<file path="src/rtl/clkcalc_pkg.sv">
package clkcalc_pkg;

  typedef enum logic [3:0] {
    CID_NONE      = 4'd0,
    CID_PERIPH    = 4'd1,
    CID_BUS       = 4'd2,
    CID_IPG       = 4'd3,
    CID_PER       = 4'd4,
    CID_XTAL      = 4'd5,
    CID_XTAL_DIV8 = 4'd6,
    CID_SLOW      = 4'd7
  } clk_id_t;

  typedef enum logic [1:0] {
    ST_IDLE,
    ST_PFD_WAIT,
    ST_POST_START,
    ST_POST_WAIT
  } calc_state_t;

  localparam int unsigned XTAL_HZ    = 24000000;
  localparam int unsigned SLOW_HZ    = 32768;
  localparam int unsigned XTAL_SHIFT = 3;
  localparam int unsigned PLL_MUL_HI = 22;
  localparam int unsigned PLL_MUL_LO = 20;
  localparam int unsigned PFD_MUL    = 18;
  localparam int unsigned N_POST     = 3;

  // Number of post-divider stages between the peripheral root and the branch.
  function automatic logic [1:0] chain_depth(input clk_id_t id);
    case (id)
      CID_BUS: chain_depth = 2'd1;
      CID_IPG: chain_depth = 2'd2;
      CID_PER: chain_depth = 2'd3;
      default: chain_depth = 2'd0;
    endcase
  endfunction

endpackage

</file>
<file path="src/rtl/clkcalc_cfg_dec.sv">
module clkcalc_cfg_dec
  import clkcalc_pkg::*;
#(
  parameter int REG_W  = 32,
  parameter int ACC_W  = 64,
  parameter int FRAC_W = 6,
  parameter int DIV_W  = 7
) (
  input  logic [REG_W-1:0]  pll_ctrl,
  input  logic [REG_W-1:0]  pfd_ctrl,
  input  logic [REG_W-1:0]  bus_div_ctrl,
  input  logic [REG_W-1:0]  per_div_ctrl,
  output logic [ACC_W-1:0]  pll_hz,
  output logic              use_pfd,
  output logic              halve,
  output logic [FRAC_W-1:0] frac,
  output logic [DIV_W-1:0]  post_div [N_POST]
);

  localparam int FRAC_A_LSB = 0;
  localparam int FRAC_B_LSB = 16;
  localparam int SEL_LSB    = 18;
  localparam int STAGE_LSB [N_POST] = '{10, 8, 0};
  localparam int STAGE_WID [N_POST] = '{3, 2, 6};

  logic [1:0] src_sel;
  logic [REG_W-1:0] stage_src [N_POST];

  assign src_sel = bus_div_ctrl[SEL_LSB +: 2];
  assign pll_hz  = pll_ctrl[0] ? ACC_W'(XTAL_HZ) * ACC_W'(PLL_MUL_HI)
                               : ACC_W'(XTAL_HZ) * ACC_W'(PLL_MUL_LO);
  assign use_pfd = (src_sel != 2'd0);
  assign halve   = (src_sel == 2'd3);
  assign frac    = (src_sel == 2'd2) ? pfd_ctrl[FRAC_A_LSB +: FRAC_W]
                                     : pfd_ctrl[FRAC_B_LSB +: FRAC_W];

  assign stage_src[0] = bus_div_ctrl;
  assign stage_src[1] = bus_div_ctrl;
  assign stage_src[2] = per_div_ctrl;

  for (genvar g = 0; g < N_POST; g++) begin : g_stage
    assign post_div[g] = DIV_W'(1) + DIV_W'(stage_src[g][STAGE_LSB[g] +: STAGE_WID[g]]);
  end

  logic unused_cfg_bits;
  assign unused_cfg_bits = ^{pll_ctrl[REG_W-1:1], pfd_ctrl[REG_W-1:22], pfd_ctrl[15:6],
                             bus_div_ctrl[REG_W-1:20], bus_div_ctrl[17:13],
                             bus_div_ctrl[7:0], per_div_ctrl[REG_W-1:6]};

endmodule

</file>
<file path="src/rtl/clkcalc_seq_div.sv">
module clkcalc_seq_div #(
  parameter int NUM_W = 64,
  parameter int DEN_W = 7
) (
  input  logic             clk,
  input  logic             rst,
  input  logic             start,
  input  logic [NUM_W-1:0] num,
  input  logic [DEN_W-1:0] den,
  output logic             busy,
  output logic             done,
  output logic [NUM_W-1:0] quo
);

  localparam int CNT_W = $clog2(NUM_W + 1);

  logic [NUM_W-1:0] quo_q;
  logic [DEN_W-1:0] rem_q;
  logic [DEN_W-1:0] den_q;
  logic [CNT_W-1:0] cnt_q;
  logic             busy_q;
  logic             done_q;
  logic [DEN_W:0]   trial;
  logic             take;

  assign trial = {rem_q, quo_q[NUM_W-1]};
  assign take  = (trial >= {1'b0, den_q});

  always_ff @(posedge clk) begin
    if (rst) begin
      quo_q  <= '0;
      rem_q  <= '0;
      den_q  <= '0;
      cnt_q  <= '0;
      busy_q <= 1'b0;
      done_q <= 1'b0;
    end else begin
      done_q <= 1'b0;
      if (start) begin
        quo_q  <= num;
        rem_q  <= '0;
        den_q  <= den;
        cnt_q  <= CNT_W'(NUM_W);
        busy_q <= 1'b1;
      end else if (busy_q) begin
        quo_q <= {quo_q[NUM_W-2:0], take};
        rem_q <= take ? DEN_W'(trial - {1'b0, den_q}) : trial[DEN_W-1:0];
        cnt_q <= cnt_q - 1'b1;
        if (cnt_q == CNT_W'(1)) begin
          busy_q <= 1'b0;
          done_q <= 1'b1;
        end
      end
    end
  end

  assign busy = busy_q;
  assign done = done_q;
  assign quo  = quo_q;

  // a finished restoring division always leaves a remainder below the divisor
  assert_rem_bound_R3: assert property (@(posedge clk) disable iff (rst)
    done |-> (rem_q < den_q))
    else $error("divider remainder not below divisor");

endmodule

</file>
<file path="src/rtl/clk_freq_calc.sv">
module clk_freq_calc
  import clkcalc_pkg::*;
#(
  parameter int REG_W  = 32,
  parameter int ACC_W  = 64,
  parameter int FRAC_W = 6,
  parameter int DIV_W  = 7,
  parameter int OUT_W  = 32
) (
  input  logic             clk,
  input  logic             rst,
  input  logic             req_valid,
  output logic             req_ready,
  input  logic [3:0]       req_clk_id,
  input  logic [REG_W-1:0] pll_ctrl,
  input  logic [REG_W-1:0] pfd_ctrl,
  input  logic [REG_W-1:0] bus_div_ctrl,
  input  logic [REG_W-1:0] per_div_ctrl,
  output logic             resp_valid,
  output logic [OUT_W-1:0] resp_hz,
  output logic             resp_err
);

  logic [ACC_W-1:0]  dec_pll;
  logic              dec_use_pfd;
  logic              dec_halve;
  logic [FRAC_W-1:0] dec_frac;
  logic [DIV_W-1:0]  dec_post [N_POST];

  clkcalc_cfg_dec #(
    .REG_W(REG_W), .ACC_W(ACC_W), .FRAC_W(FRAC_W), .DIV_W(DIV_W)
  ) u_dec (
    .pll_ctrl(pll_ctrl), .pfd_ctrl(pfd_ctrl),
    .bus_div_ctrl(bus_div_ctrl), .per_div_ctrl(per_div_ctrl),
    .pll_hz(dec_pll), .use_pfd(dec_use_pfd), .halve(dec_halve),
    .frac(dec_frac), .post_div(dec_post)
  );

  calc_state_t      state_q;
  clk_id_t          id_q;
  logic [1:0]       depth_q;
  logic [1:0]       stage_q;
  logic             halve_q;
  logic [ACC_W-1:0] acc_q;
  logic [DIV_W-1:0] pdiv_q [N_POST];
  logic             go_q;
  logic [ACC_W-1:0] num_q;
  logic [DIV_W-1:0] den_q;
  logic             rv_q;
  logic [OUT_W-1:0] hz_q;
  logic             err_q;

  logic             div_busy;
  logic             div_done;
  logic [ACC_W-1:0] div_quo;
  logic [ACC_W-1:0] pfd_val;
  clk_id_t          req_id;
  logic [1:0]       req_depth;

  clkcalc_seq_div #(.NUM_W(ACC_W), .DEN_W(DIV_W)) u_div (
    .clk(clk), .rst(rst), .start(go_q), .num(num_q), .den(den_q),
    .busy(div_busy), .done(div_done), .quo(div_quo)
  );

  assign req_id    = clk_id_t'(req_clk_id);
  assign req_depth = chain_depth(req_id);
  assign pfd_val   = halve_q ? (div_quo >> 1) : div_quo;
  assign req_ready = (state_q == ST_IDLE);

  always_ff @(posedge clk) begin
    if (rst) begin
      state_q <= ST_IDLE;
      id_q    <= CID_NONE;
      depth_q <= '0;
      stage_q <= '0;
      halve_q <= 1'b0;
      acc_q   <= '0;
      go_q    <= 1'b0;
      num_q   <= '0;
      den_q   <= '0;
      rv_q    <= 1'b0;
      hz_q    <= '0;
      err_q   <= 1'b0;
      for (int i = 0; i < N_POST; i++) pdiv_q[i] <= '0;
    end else begin
      go_q  <= 1'b0;
      rv_q  <= 1'b0;
      err_q <= 1'b0;
      case (state_q)
        ST_IDLE: begin
          if (req_valid) begin
            id_q    <= req_id;
            depth_q <= req_depth;
            stage_q <= '0;
            halve_q <= dec_halve;
            for (int i = 0; i < N_POST; i++) pdiv_q[i] <= dec_post[i];
            case (req_id)
              CID_XTAL: begin
                rv_q <= 1'b1;
                hz_q <= OUT_W'(XTAL_HZ);
              end
              CID_XTAL_DIV8: begin
                rv_q <= 1'b1;
                hz_q <= OUT_W'(XTAL_HZ >> XTAL_SHIFT);
              end
              CID_SLOW: begin
                rv_q <= 1'b1;
                hz_q <= OUT_W'(SLOW_HZ);
              end
              CID_PERIPH, CID_BUS, CID_IPG, CID_PER: begin
                if (!dec_use_pfd) begin
                  if (req_depth == 2'd0) begin
                    rv_q <= 1'b1;
                    hz_q <= OUT_W'(dec_pll);
                  end else begin
                    acc_q   <= dec_pll;
                    state_q <= ST_POST_START;
                  end
                end else if (dec_frac == '0) begin
                  rv_q  <= 1'b1;
                  hz_q  <= '0;
                  err_q <= 1'b1;
                end else begin
                  go_q    <= 1'b1;
                  num_q   <= dec_pll * ACC_W'(PFD_MUL);
                  den_q   <= DIV_W'(dec_frac);
                  state_q <= ST_PFD_WAIT;
                end
              end
              default: begin
                rv_q <= 1'b1;
                hz_q <= '0;
              end
            endcase
          end
        end
        ST_PFD_WAIT: begin
          if (div_done) begin
            if (depth_q == 2'd0) begin
              rv_q    <= 1'b1;
              hz_q    <= OUT_W'(pfd_val);
              state_q <= ST_IDLE;
            end else begin
              acc_q   <= pfd_val;
              state_q <= ST_POST_START;
            end
          end
        end
        ST_POST_START: begin
          go_q    <= 1'b1;
          num_q   <= acc_q;
          den_q   <= pdiv_q[stage_q];
          state_q <= ST_POST_WAIT;
        end
        ST_POST_WAIT: begin
          if (div_done) begin
            if (stage_q == depth_q - 2'd1) begin
              rv_q    <= 1'b1;
              hz_q    <= OUT_W'(div_quo);
              state_q <= ST_IDLE;
            end else begin
              acc_q   <= div_quo;
              stage_q <= stage_q + 2'd1;
              state_q <= ST_POST_START;
            end
          end
        end
        default: state_q <= ST_IDLE;
      endcase
    end
  end

  assign resp_valid = rv_q;
  assign resp_hz    = hz_q;
  assign resp_err   = err_q;

  // the error flag only accompanies a zero-valued response
  assert_err_zero_R9: assert property (@(posedge clk) disable iff (rst)
    resp_err |-> (resp_valid && resp_hz == '0))
    else $error("error flag without zero response");

  // a crystal-frequency response carries the fixed reference value
  assert_xtal_const_R1: assert property (@(posedge clk) disable iff (rst)
    (resp_valid && id_q == CID_XTAL) |-> (resp_hz == OUT_W'(XTAL_HZ)))
    else $error("crystal constant wrong");

  // a response only follows an accepted request or a computation in flight
  assert_resp_cause_R10: assert property (@(posedge clk) disable iff (rst)
    resp_valid |-> ($past(req_valid && req_ready) || $past(state_q != ST_IDLE)))
    else $error("response without request");

  // while idle and ready, the shared divider holds no pending work
  assert_idle_div_R10: assert property (@(posedge clk) disable iff (rst)
    (req_ready && !$past(go_q)) |-> !div_busy)
    else $error("divider busy while idle");

endmodule

</file>
<file path="config.mk">
export PLATFORM = sky130hd
export DESIGN_NAME = clk_freq_calc
export DESIGN_NICKNAME = d
export VERILOG_FILES = /design/src/rtl/clkcalc_pkg.sv /design/src/rtl/clkcalc_cfg_dec.sv /design/src/rtl/clkcalc_seq_div.sv /design/src/rtl/clk_freq_calc.sv
export SDC_FILE = /design/constraint.sdc
export NUM_CORES = 1
export LEC_CHECK = 0
export ABC_AREA = 1
export BUFFER_PORTS_ARGS = -buffer_cell sky130_fd_sc_hd__buf_2
export CAP_MARGIN = 30
export CORE_ASPECT_RATIO = 2
export CORE_MARGIN = 5
export CORE_UTILIZATION = 25
export DETAILED_ROUTE_END_ITERATION = 8
export GPL_TIMING_DRIVEN = 0
export PLACE_DENSITY = 0.41
export RECOVER_POWER = 50
export SLEW_MARGIN = 20
export SYNTH_ARGS = -nofsm -noshare
export SYNTH_HDL_FRONTEND = slang
export SYNTH_HIERARCHICAL = 1
export SYNTH_SLANG_ARGS = --single-unit
</file>
<file path="constraint.sdc">
create_clock -name clk -period 4.85 [get_ports clk]
set_input_delay 0.485 -clock clk [delete_from_list [all_inputs] [get_ports clk]]
set_output_delay 0.485 -clock clk [all_outputs]
set_load 0.01 [all_outputs]
</file>
==> results.py, run 1 <==
metrics = {
    "outcome": {
        "outcome": "complete, no violations",
    },
    "global_route": {
        "antenna_found_initial": 0,
        "overflow": 0,
        "grt_max_degree": 16,
        "first_global_vias": 21717,
        "grtUsageTotal": 0.214,
        "grt_pass1_wl_um": 142000,
    },
    "worst_setup_path": {
        "end_kind": "flip-flop",
        "path_cells": "buf_2 > inv_1 > buf_4 > ha_1 > ha_1 > nand2_1 > inv_1 > nand2_1 > nand2_1 > nand2_1 > nand2_1 > inv_1 > nand3_1 > o21ai_0 > a21oi_1",
        "crit_arrival_ps": 3680,
        "cpPeakStageDelay_ps": 740,
        "crit_required_ps": 5290,
        "crit_path_start_kind": "primary input",
        "crit_top_cell": "nand2_1",
        "critical_path_buf_inv_count": 5,
        "cpLargestDelayFamily": "compound AO/OA/AOI/OAI gates",
        "path_max_fanout": 7,
        "critPathKind": "in2reg",
        "r2r-start": "state_q[1]",
        "crit_start": "pll_ctrl[0]",
        "cpMaxStageDelayCell": "o21ai_0",
    },
    "drt": {
        "first_pass_iters": 5,
        "via_per_inst": 4.65,
        "vias": 21513,
        "ant_nets": 0,
        "wirelength_um": 99700,
        "drtIter0Drc": 1008,
        "route.detailed.drc": 0,
        "wire_per_inst_um": 21.5,
    },
    "yosys": {
        "ys_seq_area_frac": 0.285,
        "yosys-top-cells-area": "dfxtp_1 (25%), nand2_1 (19%), inv_1 (9.7%)",
        "yosysUniqueCellTypes": 54,
        "netlist_area_mm2": 0.0209,
        "ys_ff_latch": 287,
        "ys_async_sr_fraction": 0,
        "synth_top_area_share": 0.255,
        "ys.warnings.count": 6,
        "synth_edf_count": 21,
        "avgSynthCellArea_um2": 6.17,
        "synthFlopType": "dfxtp_1",
        "synth_area_leader_cell": "dfxtp_1",
        "ys_top_cells_by_count": "nand2_1 (1074), inv_1 (543), nor2_1 (275), dfxtp_1 (266), a21oi_1 (237)",
        "yosysMostFrequentCell": "nand2_1",
        "synthCells": 3391,
    },
    "clock_tree": {
        "clock_path_buffers": 3,
        "post_cts_resized": 0,
        "ctsHtreeMaxLevel": 1,
        "insertion_delay_ps": 600,
        "cts_tree": "done",
        "cts.clk_slew.worst_paths_ps": 70,
        "cts_buffers": 27,
        "cts_hold_buf": 0,
        "clock-sinks": 287,
        "cts.root.buffer_cell": "clkbuf_16",
        "postCtsSetupBuffers": 0,
    },
    "placed_design": {
        "gp_congestion": 0.953,
        "place_hpwl_um": 83800,
        "portBuffers": 66,
    },
    "final_layout": {
        "antennaDiodeCount": 0,
        "area_growth_pct": 12.9,
        "final_util": 0.283,
        "drive_gt1_frac": 0.0659,
        "final_nets": 3814,
        "fillCellCount": 9663,
    },
    "pwr": {
        "p_leak_nw": 11.8,
        "power_mw": 8.86,
        "ir_drop_uv": 240,
        "power_density_mw_per_mm2": 375,
    },
    "timing": {
        "timing.final.hold_violations": 0,
        "max_slew_margin": 0.326,
        "min_period_ps": 3250,
        "rsz0062_at_grt": "no",
        "setup_violations": 0,
        "hold_slack_ps": 263,
        "fmax_ghz": 0.308,
        "slew_viol_final": 0,
        "skew_ps": 24.2,
        "tightest_slew_ps": 1000,
        "tns_ps": 0,
        "period_share": 0.669,
    },
    "worst_hold_path": {
        "worstHoldStart": "bus_div_ctrl[8]",
        "hold_path.class": "in2reg",
    },
    "run": {
        "drv_cap": 0,
    },
    "floorplan": {
        "die_area_mm2": 0.0899,
        "core_region_area_mm2": 0.0833,
        "rows": 150,
        "die_h_um": 419,
        "ios": 170,
        "initial_core_util": 0.251,
        "die_w_um": 215,
    },
}
==> logic make-up (layout without fill, tap and decap cells) <==
family                   after synthesis  count (layout)  share of synthesized area
flip-flops                           287             287                      0.285
adder cells (fa/ha/maj)              132             132                     0.0797
other                                  2              61                   0.000359
AND/OR/NAND/NOR                     1598            1598                      0.311
buffers and inverters                768             885                      0.158
multiplexers                           1               1                   0.000479
AO/OA/AOI/OAI                        579             579                      0.156
XOR/XNOR                              24              24                     0.0101
==> power by group <==
group | switching (mW) | internal [mW]
logic | 2.58 | 1.02
registers | 0.203 | 2.72
clock network | 1.04 | 1.29
==> placed cells by master (no fill, tap or decap), types with 64 or more instances in the layout <==
| cell | Yosys | layout |
|---|---|---|
| dfxtp_1 | 266 | 266 |
| buf_4 | 76 | 76 |
| inv_1 | 543 | 547 |
| nand2_1 | 1074 | 1076 |
| nand3_1 | 133 | 136 |
| ha_1 | 130 | 130 |
| o21ai_0 | 116 | 143 |
| a21oi_1 | 237 | 237 |
| clkbuf_1 | 68 | 127 |
| buf_2 | 48 | 64 |
| nor2_1 | 275 | 278 |
| o21ai_1 | 98 | 71 |
==> layout make-up <==
class / instances / area, µm² / share of cell area
buffer: 207 / 1170 / 0.0494
clock buffer: 42 / 835 / 0.0353
clock inverter: 7 / 90.1 / 0.00381
inverter: 561 / 2110 / 0.0892
multi-input combinational: 2395 / 11800 / 0.501
sequential: 287 / 5960 / 0.252
tap: 1064 / 1330 / 0.0564
timing repair buffer: 68 / 305 / 0.0129
==> worst min-delay path: stages <==
cell and delay [ps]:
buf_2 90, inv_1 30, inv_1 40, nor2_1 40
==> final timing paths <==
check / depth (start not counted) / to / slack [ps]
worst max-delay path: 15 / num_q[30] / 1600
worst min-delay path: 4 / pdiv_q[1][0] / 260
worst max register to register: 7 / num_q[11] / 1610
worst min register to register: 2 / acc_q[11] / 460
==> stage by stage <==
step	cells	setup slack, ps	cell area (µm²)
final	4631	1600	23600
after global routing	4631	1410	23600
after CTS	4631	1530	23800
after detailed placement	4582	907	22800
after global placement	4580	905	22800
after floorplan	3450	2430	21100
==> routing by layer <==
layer	vias to the layer above	global-route usage	share of wire
met2	526	0.441	0.56
met4	0	0.171	0.10
met3	257	0.0158	0.026
li1	10885	-	-
met5	-	0	0
met1	9845	0.183	0.32
==> flip-flops by register name, summed over array words and instances, names as in the netlist, 21 cells and up, named ones only <==
name / cells
pdiv_q: 21
resp_hz: 32
acc_q: 64
u_div/quo: 64
num_q: 64
Note: power is estimated with default switching activity, not from simulation.
==> run 2: changes to the inputs <==
Clock period 4.85 ns to 3.3 ns, I/O delays scaled along.
==> run 2 against run 1 <==
Against the previous run: global-route usage stayed put; first-iteration DRC count is 0.60% lower; clock skew is 1.5 ps lower; critical path depth stayed put; non-clock buffer count stayed put; cell count stayed put; critical endpoint unchanged; highest routed layer unchanged.
==> results.py, run 2 (synthesized netlist as in run 1, its figures left out) <==
metrics = {
    "timing": {
        "fmax_ghz": 0.324,
        "min_period_ps": 3090,
        "skew_ps": 22.7,
        "setup_violations": 0,
        "timing.final.hold_violations": 0,
        "period_share": 0.935,
        "hold_slack_ps": 107,
        "max_slew_margin": 0.330,
        "rsz0062_at_grt": "no",
        "slew_viol_final": 0,
        "tightest_slew_ps": 995,
    },
    "clock_tree": {
        "post_cts_resized": 0,
        "cts.root.buffer_cell": "clkbuf_16",
        "cts_tree": "done",
        "clock-sinks": 287,
        "insertion_delay_ps": 600,
        "cts_buffers": 27,
        "clock_path_buffers": 3,
        "cts_hold_buf": 0,
        "ctsHtreeMaxLevel": 1,
        "cts.clk_slew.worst_paths_ps": 70,
        "postCtsSetupBuffers": 0,
    },
    "floorplan": {
        "rows": 150,
        "initial_core_util": 0.251,
        "die_w_um": 215,
        "core_region_area_mm2": 0.0833,
        "die_area_mm2": 0.0899,
        "ios": 170,
        "die_h_um": 419,
    },
    "worst_setup_path": {
        "end_kind": "flip-flop",
        "crit_path_start_kind": "primary input",
        "crit_arrival_ps": 3530,
        "crit_start": "pll_ctrl[0]",
        "worstRegToRegCells": 10,
        "crit_required_ps": 3740,
        "critPathKind": "in2reg",
        "r2r_end": "acc_q[3]",
        "r2r-start": "state_q[1]",
        "r2r_slack_ps": 340,
        "path_max_fanout": 7,
    },
    "pwr": {
        "ir_drop_uv": 353,
        "p_leak_nw": 11.8,
        "pwr-share-seq": 0.329,
        "internal-power_mw": 7.40,
        "power_mw": 13.0,
        "power_frac_clock": 0.263,
        "p_switching_mw": 5.64,
        "power_density_mw_per_mm2": 552,
        "netSwitchingFraction": 0.432,
        "power_frac_comb": 0.407,
    },
    "final_layout": {
        "design_area_mm2": 0.0236,
        "drive_gt1_frac": 0.0670,
        "layout_commonest_cell": "nand2_1",
        "antennaDiodeCount": 0,
        "final_nets": 3814,
        "area_growth_pct": 13.0,
        "final_cell_mix": "nand2_1 (1076), inv_1 (547), nor2_1 (278)",
    },
    "worst_hold_path": {
        "hold_depth": 4,
        "hold-path-endpoint": "pdiv_q[1][0]",
        "hold_path.class": "in2reg",
        "worstHoldStart": "bus_div_ctrl[8]",
    },
    "drt": {
        "first_pass_iters": 5,
        "ant_nets": 0,
        "wire_per_inst_um": 21.5,
        "vias": 21477,
        "route.detailed.drc": 0,
        "wirelength_um": 99700,
        "via_per_inst": 4.64,
        "drtIter0Drc": 1002,
    },
    "global_route": {
        "grt_pass1_wl_um": 142000,
        "grtUsageTotal": 0.214,
        "antenna_found_initial": 0,
        "first_global_vias": 21717,
        "overflow": 0,
        "grt_max_degree": 16,
    },
    "placed_design": {
        "dpl_cell_area_mm2": 0.0228,
        "portBuffers": 66,
        "gp_congestion": 0.953,
        "place_hpwl_um": 83800,
    },
    "run": {
        "drv_cap": 0,
    },
    "outcome": {
        "outcome": "complete, no violations",
    },
}
run 2: cell count changes in the layout (fill, tap and decap cells not counted), sizes merged:
cell and delta:
clkbuf -1, buf +1
run 2: worst max-delay path by stage:
stage                end  slack, ps  depth (start not counted)
3_3_place_gp   num_q[30]       -490                         15
3_5_place_dp   num_q[30]       -490                         15
6_report       num_q[30]        210                         15
4_1_cts        num_q[30]        130                         15
5_1_grt        num_q[30]        110                         15
2_1_floorplan  num_q[27]       1040                         14
run 2: layout make-up:
| class | instances | area, µm² |
|---|---|---|
| clock buffers | 42 | 835 |
| plain buffers | 207 | 1170 |
| well taps | 1064 | 1330 |
| repair buffers | 68 | 308 |
| fillers | 9661 | 59700 |
| multi-input cells | 2395 | 11800 |
| flip-flops and latches | 287 | 5960 |
| inverters | 561 | 2110 |
| clock inverters | 7 | 90.1 |
run 2: critical path, cell delays in order:
cell,delay (ps)
buf_2,160
inv_1,320
buf_4,230
ha_1,240
ha_1,350
nand2_1,180
inv_1,60
nand2_1,60
nand2_1,80
nand2_1,70
nand2_1,130
inv_1,90
nand3_1,330
o21ai_0,740
a21oi_1,150
run 2: power by group through the flow:
stage / combinational [mW] / sequential (mW) / clock [mW]
after CTS: 5.16 / 4.29 / 3.52
after detailed placement: 5.14 / 4.36 / 0
after global routing: 5.83 / 4.34 / 3.61
after global placement: 5.12 / 4.37 / 0
after floorplan: 3.46 / 4.30 / 0
final: 5.31 / 4.29 / 3.43
run 2: routing by layer:
layer  GRT usage  part of all wire  vias up
met2       0.441              0.56      503
met3      0.0158             0.023      257
met1       0.183              0.32     9832
met5           0                 0        -
met4       0.171              0.10        0
li1            -                 -    10885
run 2: metrics by stage:
step	setup slack [ps]	instances	TNS (ps)	util
6_report	215	4631	0	0.284
5_1_grt	112	4631	0	0.284
4_1_cts	133	4631	0	0.285
3_5_place_dp	-488	4582	-935	0.274
3_3_place_gp	-490	4580	-916	0.274
2_1_floorplan	1040	3450	0	-
